==> config.mk <==
export PLATFORM = sky130hd
export DESIGN_NAME = pio_cycle_engine
export DESIGN_NICKNAME = d
export VERILOG_FILES = /design/src/rtl/pio_pkg.sv /design/src/rtl/pio_timing_regs.sv /design/src/rtl/pio_addr_decode.sv /design/src/rtl/pio_cycle_fsm.sv /design/src/rtl/pio_cycle_engine.sv
export SDC_FILE = /design/constraint.sdc
export NUM_CORES = 1
export LEC_CHECK = 0
export BUFFER_PORTS_ARGS = -buffer_cell sky130_fd_sc_hd__buf_2
export CORE_MARGIN = 2
export CORE_UTILIZATION = 30
export DETAILED_ROUTE_END_ITERATION = 10
export GPL_TIMING_DRIVEN = 0
export SYNTH_ARGS = -nofsm -noshare
export SYNTH_HDL_FRONTEND = slang
export SYNTH_HIERARCHICAL = 1
export SYNTH_SLANG_ARGS = --single-unit
==> constraint.sdc <==
create_clock -name clk -period 5.1 [get_ports clk]
set_input_delay 0.255 -clock clk [delete_from_list [all_inputs] [get_ports clk]]
set_output_delay 0.255 -clock clk [all_outputs]
set_load 0.005 [all_outputs]
==> src/rtl/pio_pkg.sv <==
`timescale 1ns/1ps
package pio_pkg;
    localparam int unsigned FIELD_W   = 8;
    localparam int unsigned NDEV      = 2;
    localparam int unsigned CFG_AW    = 3;
    localparam int unsigned CFG_DW    = FIELD_W * NDEV;
    localparam int unsigned EN_BIT    = 15;
    localparam int unsigned DEV_BIT   = 4;
    localparam int unsigned REG_IDX_W = 3;
    localparam logic [REG_IDX_W-1:0] DEVREG_IDX = 3'd6;

    localparam int unsigned MODE0_CYCLE_NS = 600;
    localparam int unsigned MODE0_DATA_ACT = 165;
    localparam int unsigned MODE0_REG_ACT  = 290;

    typedef enum logic [CFG_AW-1:0] {
        CFG_CTRL = 3'd0,
        CFG_DSTB = 3'd1,
        CFG_DREC = 3'd2,
        CFG_RSTB = 3'd3,
        CFG_RREC = 3'd4
    } cfg_reg_e;

    typedef enum logic [1:0] {
        ST_IDLE,
        ST_SETUP,
        ST_STROBE,
        ST_RECOVER
    } cyc_state_e;

    typedef struct packed {
        logic [FIELD_W-1:0] stb;
        logic [FIELD_W-1:0] rec;
    } pio_timing_t;

    typedef struct packed {
        logic                 hit;
        logic [1:0]           cs_n;
        logic [REG_IDX_W-1:0] da;
        logic                 data_port;
        logic                 dev_reg;
    } pio_target_t;

    function automatic int unsigned ceil_div(input int unsigned num, input int unsigned den);
        return (num + den - 1) / den;
    endfunction

    function automatic logic [FIELD_W-1:0] stb_field(input int unsigned act_ns, input int unsigned clk_ns);
        return FIELD_W'(ceil_div(act_ns, clk_ns) - 1);
    endfunction

    function automatic logic [FIELD_W-1:0] rec_field(input int unsigned cyc_ns, input int unsigned act_ns,
                                                     input int unsigned clk_ns);
        return FIELD_W'(ceil_div(cyc_ns, clk_ns) - ceil_div(act_ns, clk_ns) - 1);
    endfunction
endpackage

==> src/rtl/pio_timing_regs.sv <==
`timescale 1ns/1ps
module pio_timing_regs
    import pio_pkg::*;
#(
    parameter int unsigned CLK_NS = 20
) (
    input  logic                    clk,
    input  logic                    rst,
    input  logic                    cfg_we,
    input  logic [CFG_AW-1:0]       cfg_addr,
    input  logic [CFG_DW-1:0]       cfg_wdata,
    input  logic [NDEV-1:0]         cfg_be,
    output logic [CFG_DW-1:0]       cfg_rdata,
    output logic                    bus_en,
    output pio_timing_t [NDEV-1:0]  data_tim,
    output pio_timing_t [NDEV-1:0]  reg_tim
);
    localparam logic [FIELD_W-1:0] RST_DSTB = stb_field(MODE0_DATA_ACT, CLK_NS);
    localparam logic [FIELD_W-1:0] RST_DREC = rec_field(MODE0_CYCLE_NS, MODE0_DATA_ACT, CLK_NS);
    localparam logic [FIELD_W-1:0] RST_RSTB = stb_field(MODE0_REG_ACT, CLK_NS);
    localparam logic [FIELD_W-1:0] RST_RREC = rec_field(MODE0_CYCLE_NS, MODE0_REG_ACT, CLK_NS);

    logic [NDEV-1:0][FIELD_W-1:0] dstb_q, drec_q, rstb_q, rrec_q;
    logic                         en_q;

    always_ff @(posedge clk) begin
        if (rst) begin
            dstb_q <= {NDEV{RST_DSTB}};
            drec_q <= {NDEV{RST_DREC}};
            rstb_q <= {NDEV{RST_RSTB}};
            rrec_q <= {NDEV{RST_RREC}};
            en_q   <= 1'b0;
        end else if (cfg_we) begin
            if (cfg_addr == CFG_CTRL && cfg_be[NDEV-1])
                en_q <= cfg_wdata[EN_BIT];
            for (int d = 0; d < NDEV; d++) begin
                if (cfg_be[d]) begin
                    if (cfg_addr == CFG_DSTB) dstb_q[d] <= cfg_wdata[d*FIELD_W +: FIELD_W];
                    if (cfg_addr == CFG_DREC) drec_q[d] <= cfg_wdata[d*FIELD_W +: FIELD_W];
                    if (cfg_addr == CFG_RSTB) rstb_q[d] <= cfg_wdata[d*FIELD_W +: FIELD_W];
                    if (cfg_addr == CFG_RREC) rrec_q[d] <= cfg_wdata[d*FIELD_W +: FIELD_W];
                end
            end
        end
    end

    always_comb begin
        cfg_rdata = '0;
        case (cfg_addr)
            CFG_CTRL: cfg_rdata[EN_BIT] = en_q;
            CFG_DSTB: cfg_rdata = dstb_q;
            CFG_DREC: cfg_rdata = drec_q;
            CFG_RSTB: cfg_rdata = rstb_q;
            CFG_RREC: cfg_rdata = rrec_q;
            default:  cfg_rdata = '0;
        endcase
    end

    assign bus_en = en_q;

    for (genvar d = 0; d < NDEV; d++) begin : g_dev
        assign data_tim[d] = {dstb_q[d], drec_q[d]};
        assign reg_tim[d]  = {rstb_q[d], rrec_q[d]};
    end
endmodule

==> src/rtl/pio_addr_decode.sv <==
`timescale 1ns/1ps
module pio_addr_decode
    import pio_pkg::*;
#(
    parameter int unsigned        ADDR_W   = 10,
    parameter logic [ADDR_W-1:0]  CMD_BASE = 10'h1F0,
    parameter logic [ADDR_W-1:0]  CTL_ADDR = 10'h3F6
) (
    input  logic [ADDR_W-1:0] addr,
    output pio_target_t       tgt
);
    always_comb begin
        tgt      = '0;
        tgt.cs_n = 2'b11;
        if (addr[ADDR_W-1:REG_IDX_W] == CMD_BASE[ADDR_W-1:REG_IDX_W]) begin
            tgt.hit       = 1'b1;
            tgt.cs_n      = 2'b10;
            tgt.da        = addr[REG_IDX_W-1:0];
            tgt.data_port = (addr[REG_IDX_W-1:0] == '0);
            tgt.dev_reg   = (addr[REG_IDX_W-1:0] == DEVREG_IDX);
        end else if (addr == CTL_ADDR) begin
            tgt.hit  = 1'b1;
            tgt.cs_n = 2'b01;
            tgt.da   = CTL_ADDR[REG_IDX_W-1:0];
        end
    end
endmodule

==> src/rtl/pio_cycle_fsm.sv <==
`timescale 1ns/1ps
module pio_cycle_fsm
    import pio_pkg::*;
#(
    parameter int unsigned DATA_W = 16
) (
    input  logic                 clk,
    input  logic                 rst,
    input  logic                 start,
    input  logic                 hit,
    input  logic [1:0]           tgt_cs_n,
    input  logic [REG_IDX_W-1:0] tgt_da,
    input  pio_timing_t          tim,
    input  logic                 we,
    input  logic [DATA_W-1:0]    wdata,
    input  logic [DATA_W-1:0]    dd_in,
    output logic                 busy,
    output logic [1:0]           cs_n,
    output logic [REG_IDX_W-1:0] da,
    output logic                 dior_n,
    output logic                 diow_n,
    output logic [DATA_W-1:0]    dd_out,
    output logic                 dd_oe,
    output logic [DATA_W-1:0]    rdata,
    output logic                 done
);
    cyc_state_e           st_q;
    logic [FIELD_W-1:0]   cnt_q, rec_q;
    logic [1:0]           cs_q;
    logic [REG_IDX_W-1:0] da_q;
    logic                 we_q, done_q;
    logic [DATA_W-1:0]    wdata_q, rdata_q;

    always_ff @(posedge clk) begin
        if (rst) begin
            st_q    <= ST_IDLE;
            cnt_q   <= '0;
            rec_q   <= '0;
            cs_q    <= 2'b11;
            da_q    <= '0;
            we_q    <= 1'b0;
            wdata_q <= '0;
            rdata_q <= '0;
            done_q  <= 1'b0;
        end else begin
            done_q <= 1'b0;
            case (st_q)
                ST_IDLE: begin
                    if (start) begin
                        if (hit) begin
                            st_q    <= ST_SETUP;
                            cs_q    <= tgt_cs_n;
                            da_q    <= tgt_da;
                            we_q    <= we;
                            wdata_q <= wdata;
                            cnt_q   <= tim.stb;
                            rec_q   <= tim.rec;
                        end else begin
                            done_q  <= 1'b1;
                            rdata_q <= '0;
                        end
                    end
                end
                ST_SETUP: st_q <= ST_STROBE;
                ST_STROBE: begin
                    if (cnt_q == '0) begin
                        st_q  <= ST_RECOVER;
                        cnt_q <= rec_q;
                        if (!we_q) rdata_q <= dd_in;
                    end else begin
                        cnt_q <= cnt_q - 1'b1;
                    end
                end
                ST_RECOVER: begin
                    if (cnt_q == '0) begin
                        st_q   <= ST_IDLE;
                        done_q <= 1'b1;
                    end else begin
                        cnt_q <= cnt_q - 1'b1;
                    end
                end
                default: st_q <= ST_IDLE;
            endcase
        end
    end

    assign busy   = (st_q != ST_IDLE);
    assign cs_n   = (st_q == ST_IDLE) ? 2'b11 : cs_q;
    assign da     = da_q;
    assign dior_n = !(st_q == ST_STROBE && !we_q);
    assign diow_n = !(st_q == ST_STROBE && we_q);
    assign dd_oe  = we_q && (st_q != ST_IDLE);
    assign dd_out = wdata_q;
    assign rdata  = rdata_q;
    assign done   = done_q;
endmodule

==> src/rtl/pio_cycle_engine.sv <==
`timescale 1ns/1ps
module pio_cycle_engine
    import pio_pkg::*;
#(
    parameter int unsigned       CLK_NS   = 20,
    parameter int unsigned       ADDR_W   = 10,
    parameter int unsigned       DATA_W   = 16,
    parameter logic [ADDR_W-1:0] CMD_BASE = 10'h1F0,
    parameter logic [ADDR_W-1:0] CTL_ADDR = 10'h3F6
) (
    input  logic              clk,
    input  logic              rst,
    input  logic              cfg_we,
    input  logic [2:0]        cfg_addr,
    input  logic [15:0]       cfg_wdata,
    input  logic [1:0]        cfg_be,
    output logic [15:0]       cfg_rdata,
    input  logic              host_req,
    input  logic              host_we,
    input  logic [ADDR_W-1:0] host_addr,
    input  logic [DATA_W-1:0] host_wdata,
    output logic              host_busy,
    output logic              host_done,
    output logic [DATA_W-1:0] host_rdata,
    output logic [1:0]        ata_cs_n,
    output logic [2:0]        ata_da,
    output logic              ata_dior_n,
    output logic              ata_diow_n,
    output logic [DATA_W-1:0] ata_dd_out,
    output logic              ata_dd_oe,
    input  logic [DATA_W-1:0] ata_dd_in
);
    logic                   bus_en, fsm_busy, accept, dev_q;
    pio_timing_t [NDEV-1:0] data_tim, reg_tim;
    pio_timing_t            tim_sel;
    pio_target_t            tgt;

    pio_timing_regs #(.CLK_NS(CLK_NS)) u_regs (
        .clk      (clk),
        .rst      (rst),
        .cfg_we   (cfg_we),
        .cfg_addr (cfg_addr),
        .cfg_wdata(cfg_wdata),
        .cfg_be   (cfg_be),
        .cfg_rdata(cfg_rdata),
        .bus_en   (bus_en),
        .data_tim (data_tim),
        .reg_tim  (reg_tim)
    );

    pio_addr_decode #(.ADDR_W(ADDR_W), .CMD_BASE(CMD_BASE), .CTL_ADDR(CTL_ADDR)) u_dec (
        .addr(host_addr),
        .tgt (tgt)
    );

    assign host_busy = fsm_busy | ~bus_en;
    assign accept    = host_req & ~host_busy;
    assign tim_sel   = tgt.data_port ? data_tim[dev_q] : reg_tim[dev_q];

    always_ff @(posedge clk) begin
        if (rst)
            dev_q <= 1'b0;
        else if (accept && host_we && tgt.dev_reg)
            dev_q <= host_wdata[DEV_BIT];
    end

    pio_cycle_fsm #(.DATA_W(DATA_W)) u_fsm (
        .clk     (clk),
        .rst     (rst),
        .start   (accept),
        .hit     (tgt.hit),
        .tgt_cs_n(tgt.cs_n),
        .tgt_da  (tgt.da),
        .tim     (tim_sel),
        .we      (host_we),
        .wdata   (host_wdata),
        .dd_in   (ata_dd_in),
        .busy    (fsm_busy),
        .cs_n    (ata_cs_n),
        .da      (ata_da),
        .dior_n  (ata_dior_n),
        .diow_n  (ata_diow_n),
        .dd_out  (ata_dd_out),
        .dd_oe   (ata_dd_oe),
        .rdata   (host_rdata),
        .done    (host_done)
    );
endmodule

==> metrics.csv, run 1 <==
stage;metric;value;unit
timing;tightest_slew;0.814;ns
worst_setup_path;arrival;3.36;ns
synthesis;yosysTopAreaCell;dfxtp_1;
worst_setup_path;start_kind;flip-flop;
timing;fin_worst_skew;0.0103;ns
synthesis;synth_top_area_share;39.0;%
cts;cts_root_buf;clkbuf_16;
job;cap_violations;0;
grt;overflow;0;
layout;n_antenna_cell;0;
timing;rsz0062_at_grt;no;
cts;tritoncts;done;
layout;num-fill-cells;2160;
detailed_routing;drt_pass1_iterations;7;
worst_setup_path;crit_top_cell;inv_1;
grt;track_usage;19.5;%
status;outcome;completed;
cts;clk_latency;0.43;ns
cts;cts_resized;0;
layout;drive_gt1_share;23.7;%
placement;portBuffers;124;
pwr;power.density;310;nW/um^2
synthesis;avgSynthCellArea;8.79;um^2
timing;finalSetupViolCount;0;
detailed_routing;detail-route-antenna-nets;0;
timing;fin_ws;2.10;ns
timing;slew_violations;0;
synthesis;synth-edff-count;0;
worst_setup_path;worst-path-max-fanout;10;
synthesis;yosysSeqAreaShare;39.0;%
timing;relSlewSlack;45.4;%
floorplan;fp.dieArea;22200;um^2
floorplan;die_height;149;um
floorplan;core_area;20800;um^2
floorplan;io_pins;126;
detailed_routing;drt_iter0_drc;538;
placement;post-dp-hpwl;15.3;mm
timing;final_hold_viol_count;0;
timing;period_needed;3.00;ns
pwr;leakage;3.09;nW
cts;cts.sinks;123;
detailed_routing;wl_per_cell;18.9;um
synthesis;syn-cell-area;6310;um^2
layout;fin_nets;934;
layout;area.sequential;2460;um^2
grt;grt_pass1_wl;33.1;mm
synthesis;syn_inst;718;
worst_setup_path;timing_worst_setup_path_type;flip-flop to flip-flop;
cts;cts_setup_buffers;0;
timing;timing.setup.tns;0;ns
synthesis;ys_async_sr_fraction;0;%
cts;clk_pin_slew;0.06;ns
floorplan;row_count;53;
floorplan;start_util;30.3;%
min_path;hp-class;primary input to flip-flop;
worst_setup_path;cpMaxStageDelayCell;a211oi_1;
synthesis;yosysMostFrequentCell;dfxtp_1;
worst_setup_path;cp-end-kind;flip-flop;
timing;fin_crit_sh;58.9;%
grt;first_global_vias;5869;
placement;gp_congestion;0.907;
grt;grt_max_degree;17;
layout;fin_util;37.8;%
synthesis;syn_nets;791;
cts;htreeDepth;4;
floorplan;fp.dieW;149;um
synthesis;synth.yosys.warnings;6;
cts;postCtsHoldBufs;0;
pwr;peakVddDrop;0.000209;V
worst_setup_path;crit_chain;inv_1, ha_1, clkbuf_1, inv_1, and3b_1, nand2b_1, a211oi_1, buf_2, nand4_1, a21oi_1;
grt;grt_antenna_before_repair;1;
synthesis;ys_seq_elements;123;
synthesis;netlist_top_cells_count;dfxtp_1 (123), a21oi_1 (84), nand2_1 (66);
cts;cts_max_path_buffers;2;
worst_setup_path;required;5.46;ns
cts;numCtsBuffers;17;
synthesis;synth_area_leaders;dfxtp_1 (39%), mux2i_1 (7.8%), a21oi_1 (6.7%);
placement;place_ws;2.13;ns
detailed_routing;vias;6235;
timing;max_freq;333;MHz
layout;multi_input_area;3480;um^2
synthesis;yosysUniqueCellTypes;60;
worst_setup_path;max_stage_delay;0.71;ns
synthesis;synth_flop_cell;dfxtp_1;
detailed_routing;drc_errors;0;
detailed_routing;vias_per_cell;5.43;
detailed_routing;drt-total-wl;21.7;mm
layout;syn2layout_area_growth;24.6;%
-- layout make-up --
| type | count | area share, % |
|---|---|---|
| timing repair buffer | 124 | 7.89 |
| tap | 275 | 4.38 |
| clock inverter | 14 | 2.05 |
| inverter | 17 | 0.812 |
| buffer | 60 | 3.88 |
| sequential | 123 | 31.3 |
| multi-input combinational | 518 | 44.2 |
| clock buffer | 17 | 5.41 |
-- registers in the layout, summed over array words and instances, names as in the netlist --
register and flops:
u_fsm/cnt_q 8, u_regs/data_tim 32, dev_q 1, u_fsm/rdata 16
u_fsm/cs_q 2, u_fsm/rec_q 8, u_fsm/st_q 2, u_fsm/dd_out 16
u_regs/bus_en 1, u_regs/reg_tim 32, u_fsm/da 3, u_fsm/we_q 1
u_fsm/done 1
-- layer usage --
metal  track usage, %  part of all wire (%)  up-vias
li1                 -                     -     2922
met1             25.8                    43     2934
met2             30.4                    44      331
met3             5.41                    10       46
met4             7.14                   2.9        2
met5                0                 0.060        -
-- worst paths after layout --
kind         cells past startpoint  slack, ns                          from                       endpoint
min reg2reg                      2       0.45  u_fsm/dd_out[2]$_SDFFE_PP0P_   u_fsm/dd_out[2]$_SDFFE_PP0P_
max                             10       2.10    u_fsm/st_q[0]$_SDFFE_PP0P_   u_fsm/rdata[12]$_SDFFE_PP0P_
min                              3       0.06                host_wdata[11]  u_fsm/dd_out[11]$_SDFFE_PP0P_
max reg2reg                     10       2.10    u_fsm/st_q[0]$_SDFFE_PP0P_   u_fsm/rdata[12]$_SDFFE_PP0P_
-- cells in the final DEF, fill, tap and decap left out, drive strengths merged, types with 3 or more instances in the layout --
cell type	n
a21oi	84
a2111oi	4
buf	150
a32oi	4
ha	5
o21ai	58
a22oi	16
nor4	6
nand3b	7
clkbuf	51
o32ai	4
nand2	67
clkinv	3
o22ai	15
or2	3
dfxtp	123
a211oi	3
inv	23
a311oi	7
nor3	4
nor2	34
mux2i	49
nand4	18
or4	3
and2	4
mux4	16
clkinvlp	3
or3	3
and3b	3
nand3	32
nand2b	36
nor2b	12
a221oi	4
-- through the flow --
step / hold slack (ns) / power, mW / cell area, um^2 / std cells
after floorplan: 0.391 / 1.14 / 6310 / 718
after global placement: 0.441 / 1.24 / 7270 / 1117
after detailed placement: 0.443 / 1.24 / 7270 / 1117
final: 0.0579 / 2.44 / 7860 / 1148
after CTS: 0.0475 / 2.45 / 7860 / 1148
after global routing: 0.0722 / 2.52 / 7860 / 1148
-- critical path, delay by kind of cell (launching register included) --
family | cells | cell delay [ns]
buf+inv | 4 | 0.92
compound gates | 2 | 0.89
simple gates | 3 | 0.61
flops | 1 | 0.33
fa+ha+maj | 1 | 0.20
-- report_power, final --
group	switching [mW]	leakage [nW]	total [mW]	internal [mW]
registers	0.00822	0.992	0.979	0.971
clock network	0.488	0.278	1.21	0.727
logic	0.163	1.82	0.247	0.0841
total	0.659	3.09	2.44	1.78
-- logic make-up after synthesis --
logic type | after synthesis | share of synthesized area, %
simple gates | 241 | 20.9
compound gates | 206 | 19.1
flops | 123 | 39.0
buf+inv | 77 | 5.85
mux | 66 | 14.1
fa+ha+maj | 5 | 0.991
No activity file was read; power rests on OpenSTA's default activity.
==> run 2: changes to the inputs <==
ABC_AREA = 1   (was default)
clock period = 2.6 ns   (was 5.1 ns; I/O delays follow)
==> metrics.csv, run 2 <==
stage;metric;value;unit;change
layout;n_antenna_cell;0;;unchanged
grt;track_usage;19.2;%;was 19.5%
floorplan;io_pins;126;;unchanged
synthesis;yosysMostFrequentCell;nand2_1;;was dfxtp_1
worst_setup_path;worstReg2RegStart;u_fsm/st_q[1]$_SDFFE_PP0P_;;was u_fsm/st_q[0]$_SDFFE_PP0P_
worst_setup_path;crit_chain;inv_1, ha_1, inv_2, inv_1, nand3_1, inv_1, nand3b_2, a21boi_4, nand2_2, buf_6, nand2_1, a21oi_1;;was inv_1, ha_1, clkbuf_1, inv_1, and3b_1, nand2b_1, a211oi_1, buf_2, nand4_1, a21oi_1
min_path;hp-class;primary input to flip-flop;;unchanged
cts;clk_pin_slew;0.06;ns;about the same
layout;final_cell_count_no_fill;1501;;was 1148
worst_setup_path;start_kind;flip-flop;;unchanged
grt;grt_max_degree;17;;unchanged
cts;postCtsHoldBufs;49;;was 0
synthesis;synth-edff-count;0;;unchanged
timing;fin_ws;0.442;ns;was 2.10 ns
detailed_routing;wl_per_cell;14.4;um;was 18.9 um
timing;slew_violations;0;;unchanged
placement;place_ws;0.328;ns;was 2.13 ns
grt;grt_pass1_wl;33.7;mm;was 33.1 mm
timing;finalSetupViolCount;0;;unchanged
cts;cts_root_buf;clkbuf_16;;unchanged
placement;post-dp-hpwl;15.7;mm;was 15.3 mm
worst_setup_path;worst-path-max-fanout;10;;unchanged
timing;rsz0062_at_grt;no;;unchanged
worst_setup_path;cpMaxStageDelayCell;dfxtp_1;;was a211oi_1
status;outcome;completed;;unchanged
timing;fin_worst_skew;0.00778;ns;was 0.0103 ns
detailed_routing;vias_per_cell;4.70;;was 5.43
worst_setup_path;required;2.88;ns;was 5.46 ns
layout;layout_commonest_cell;nand2_1;;was buf_2
floorplan;core_area;21100;um^2;was 20800 um^2
pwr;power;5.88;mW;was 2.44 mW
timing;max_freq;463;MHz;was 333 MHz
pwr;p_int;4.13;mW;was 1.78 mW
synthesis;syn-cell-area;6480;um^2;was 6310 um^2
detailed_routing;vias;7057;;was 6235
floorplan;row_count;53;;unchanged
timing;whs;0.0388;ns;was 0.0579 ns
floorplan;fp.dieW;151;um;was 149 um
synthesis;yosysTopAreaCell;dfxtp_1;;unchanged
synthesis;synth.yosys.warnings;6;;unchanged
timing;fin_crit_sh;83.0;%;was 58.9%
pwr;peakVddDrop;0.000466;V;was 0.000209 V
floorplan;start_util;30.7;%;was 30.3%
grt;first_global_vias;6449;;was 5869
synthesis;synth_area_leaders;dfxtp_1 (38%), nand2_1 (17%), nor2_1 (12%);;was dfxtp_1 (39%), mux2i_1 (7.8%), a21oi_1 (6.7%)
grt;overflow;0;;unchanged
pwr;pwr-share-comb;20.7;%;was 10.1%
pwr;switching_share;29.7;%;was 27.0%
floorplan;fp.dieArea;22800;um^2;was 22200 um^2
worst_setup_path;max_stage_delay;0.34;ns;was 0.71 ns
synthesis;synth_top_area_share;38.0;%;was 39.0%
cts;cts_max_path_buffers;2;;unchanged
worst_setup_path;arrival;2.44;ns;was 3.36 ns
pwr;p_clk_share;45.1;%;was 49.8%
layout;final_cell_mix;nand2_1 (287), nor2_1 (205), buf_2 (145), dfxtp_1 (123), nand3_1 (95);;was buf_2 (142), dfxtp_1 (123), a21oi_1 (84), nand2_1 (66), o21ai_0 (56)
synthesis;synth_flop_cell;dfxtp_1;;unchanged
detailed_routing;drt-total-wl;21.6;mm;was 21.7 mm
timing;relSlewSlack;47.2;%;was 45.4%
synthesis;syn_inst;1020;;was 718
layout;final_cell_area;8600;um^2;was 7860 um^2
layout;fin_nets;1286;;was 934
pwr;p_seq_share;34.3;%;was 40.1%
worst_setup_path;cp-end-kind;flip-flop;;unchanged
cts;tritoncts;done;;unchanged
timing;tightest_slew;0.792;ns;was 0.814 ns
synthesis;netlist_top_cells_count;nand2_1 (287), nor2_1 (205), dfxtp_1 (123);;was dfxtp_1 (123), a21oi_1 (84), nand2_1 (66)
synthesis;syn_nets;1093;;was 791
worst_setup_path;timing_worst_setup_path_type;flip-flop to flip-flop;;unchanged
worst_setup_path;cp-startpoint;u_fsm/st_q[1]$_SDFFE_PP0P_;;was u_fsm/st_q[0]$_SDFFE_PP0P_
grt;grt_antenna_before_repair;0;;was 1
min_path;hp-start;host_we;;was host_wdata[11]
cts;clk_latency;0.42;ns;was 0.43 ns
cts;cts_setup_buffers;0;;unchanged
timing;final_hold_viol_count;0;;unchanged
placement;gp_congestion;0.900;;was 0.907
synthesis;yosysSeqAreaShare;38.0;%;was 39.0%
timing;timing.setup.tns;0;ns;unchanged
pwr;p_sw;1.75;mW;was 0.659 mW
synthesis;ys_async_sr_fraction;0;%;unchanged
detailed_routing;detail-route-antenna-nets;0;;unchanged
cts;cts.sinks;123;;unchanged
layout;syn2layout_area_growth;32.7;%;was 24.6%
placement;portBuffers;125;;was 124
pwr;leakage;4.29;nW;was 3.09 nW
placement;place_area;7450;um^2;was 7270 um^2
job;cap_violations;0;;unchanged
layout;drive_gt1_share;19.0;%;was 23.7%
cts;cts_resized;0;;unchanged
synthesis;yosysUniqueCellTypes;33;;was 60
placement;dp.cells;1420;;was 1117
layout;fin_util;40.8;%;was 37.8%
detailed_routing;drt_pass1_iterations;7;;unchanged
pwr;power.density;684;nW/um^2;was 310 nW/um^2
floorplan;die_height;151;um;was 149 um
cts;numCtsBuffers;17;;unchanged
synthesis;ys_seq_elements;123;;unchanged
detailed_routing;drt_iter0_drc;556;;was 538
synthesis;avgSynthCellArea;6.35;um^2;was 8.79 um^2
detailed_routing;drc_errors;0;;unchanged
timing;period_needed;2.16;ns;was 3.00 ns
worst_setup_path;crit_top_cell;inv_1;;unchanged
cts;htreeDepth;4;;unchanged
-- run 2: cell count changes after synthesis, sizes merged, moves of 23 or more --
cell | before | now
nand2 | 67 | 293
nand2b | 36 | 0
a21oi | 84 | 29
clkbuf | 34 | 11
nand3 | 32 | 100
mux2i | 49 | 0
inv | 17 | 104
nor2 | 34 | 218
-- run 2: path summary, 6_finish.rpt --
path / end / slack (ns) / depth (start not counted)
setup / recovery: u_fsm/rdata[9]$_SDFFE_PP0P_ / 0.44 / 12
hold / removal: u_fsm/we_q$_SDFFE_PP0P_ / 0.04 / 3
setup reg to reg: u_fsm/rdata[9]$_SDFFE_PP0P_ / 0.44 / 12
hold reg to reg: u_fsm/rec_q[1]$_SDFFE_PP0P_ / 0.45 / 2
-- run 2: power by group through the flow --
stage / Clock [mW] / Combinational, mW / Sequential, mW
2_1_floorplan: 0 / 0.859 / 2.04
3_3_place_gp: 0 / 1.14 / 2.06
3_5_place_dp: 0 / 1.15 / 2.06
4_1_cts: 2.70 / 1.22 / 2.02
5_1_grt: 2.78 / 1.39 / 2.02
6_report: 2.65 / 1.22 / 2.02
-- run 2: area by class of cell --
type,count,area [um^2]
Sequential cell,123,2460
Fill cell,2276,12500
Timing Repair Buffer,174,1120
Multi-Input combinational cell,744,3330
Clock buffer,18,439
Clock inverter,14,218
Tap cell,275,344
Inverter,106,413
Buffer,47,273
-- run 2: cell families after synthesis --
family                     Yosys count  share of synthesized area [%]
and+or+nand+nor                    619                           40.4
adders and majority gates            5                          0.965
xor gates and xnor gates             4                          0.540
buffers and inverters              153                           10.6
AOI/OAI and AO/OA                  116                           9.56
DFF                                123                           38.0
-- run 2: worst max-delay path: cells and delay by family, from the launching register on --
kind	cells	cell delay, ns
adder cells (fa/ha/maj)	1	0.29
AND/OR/NAND/NOR	4	0.44
AO/OA/AOI/OAI	2	0.37
flip-flops	1	0.34
buffers and inverters	5	0.57
-- run 2: per-layer routing --
layer,GRT usage (%),wire length (um),vias to the layer above
met3,4.13,1370,31
met2,32.3,10300,232
li1,-,-,3579
met5,0,0,-
met1,24.6,9450,3215
met4,6.17,530,0
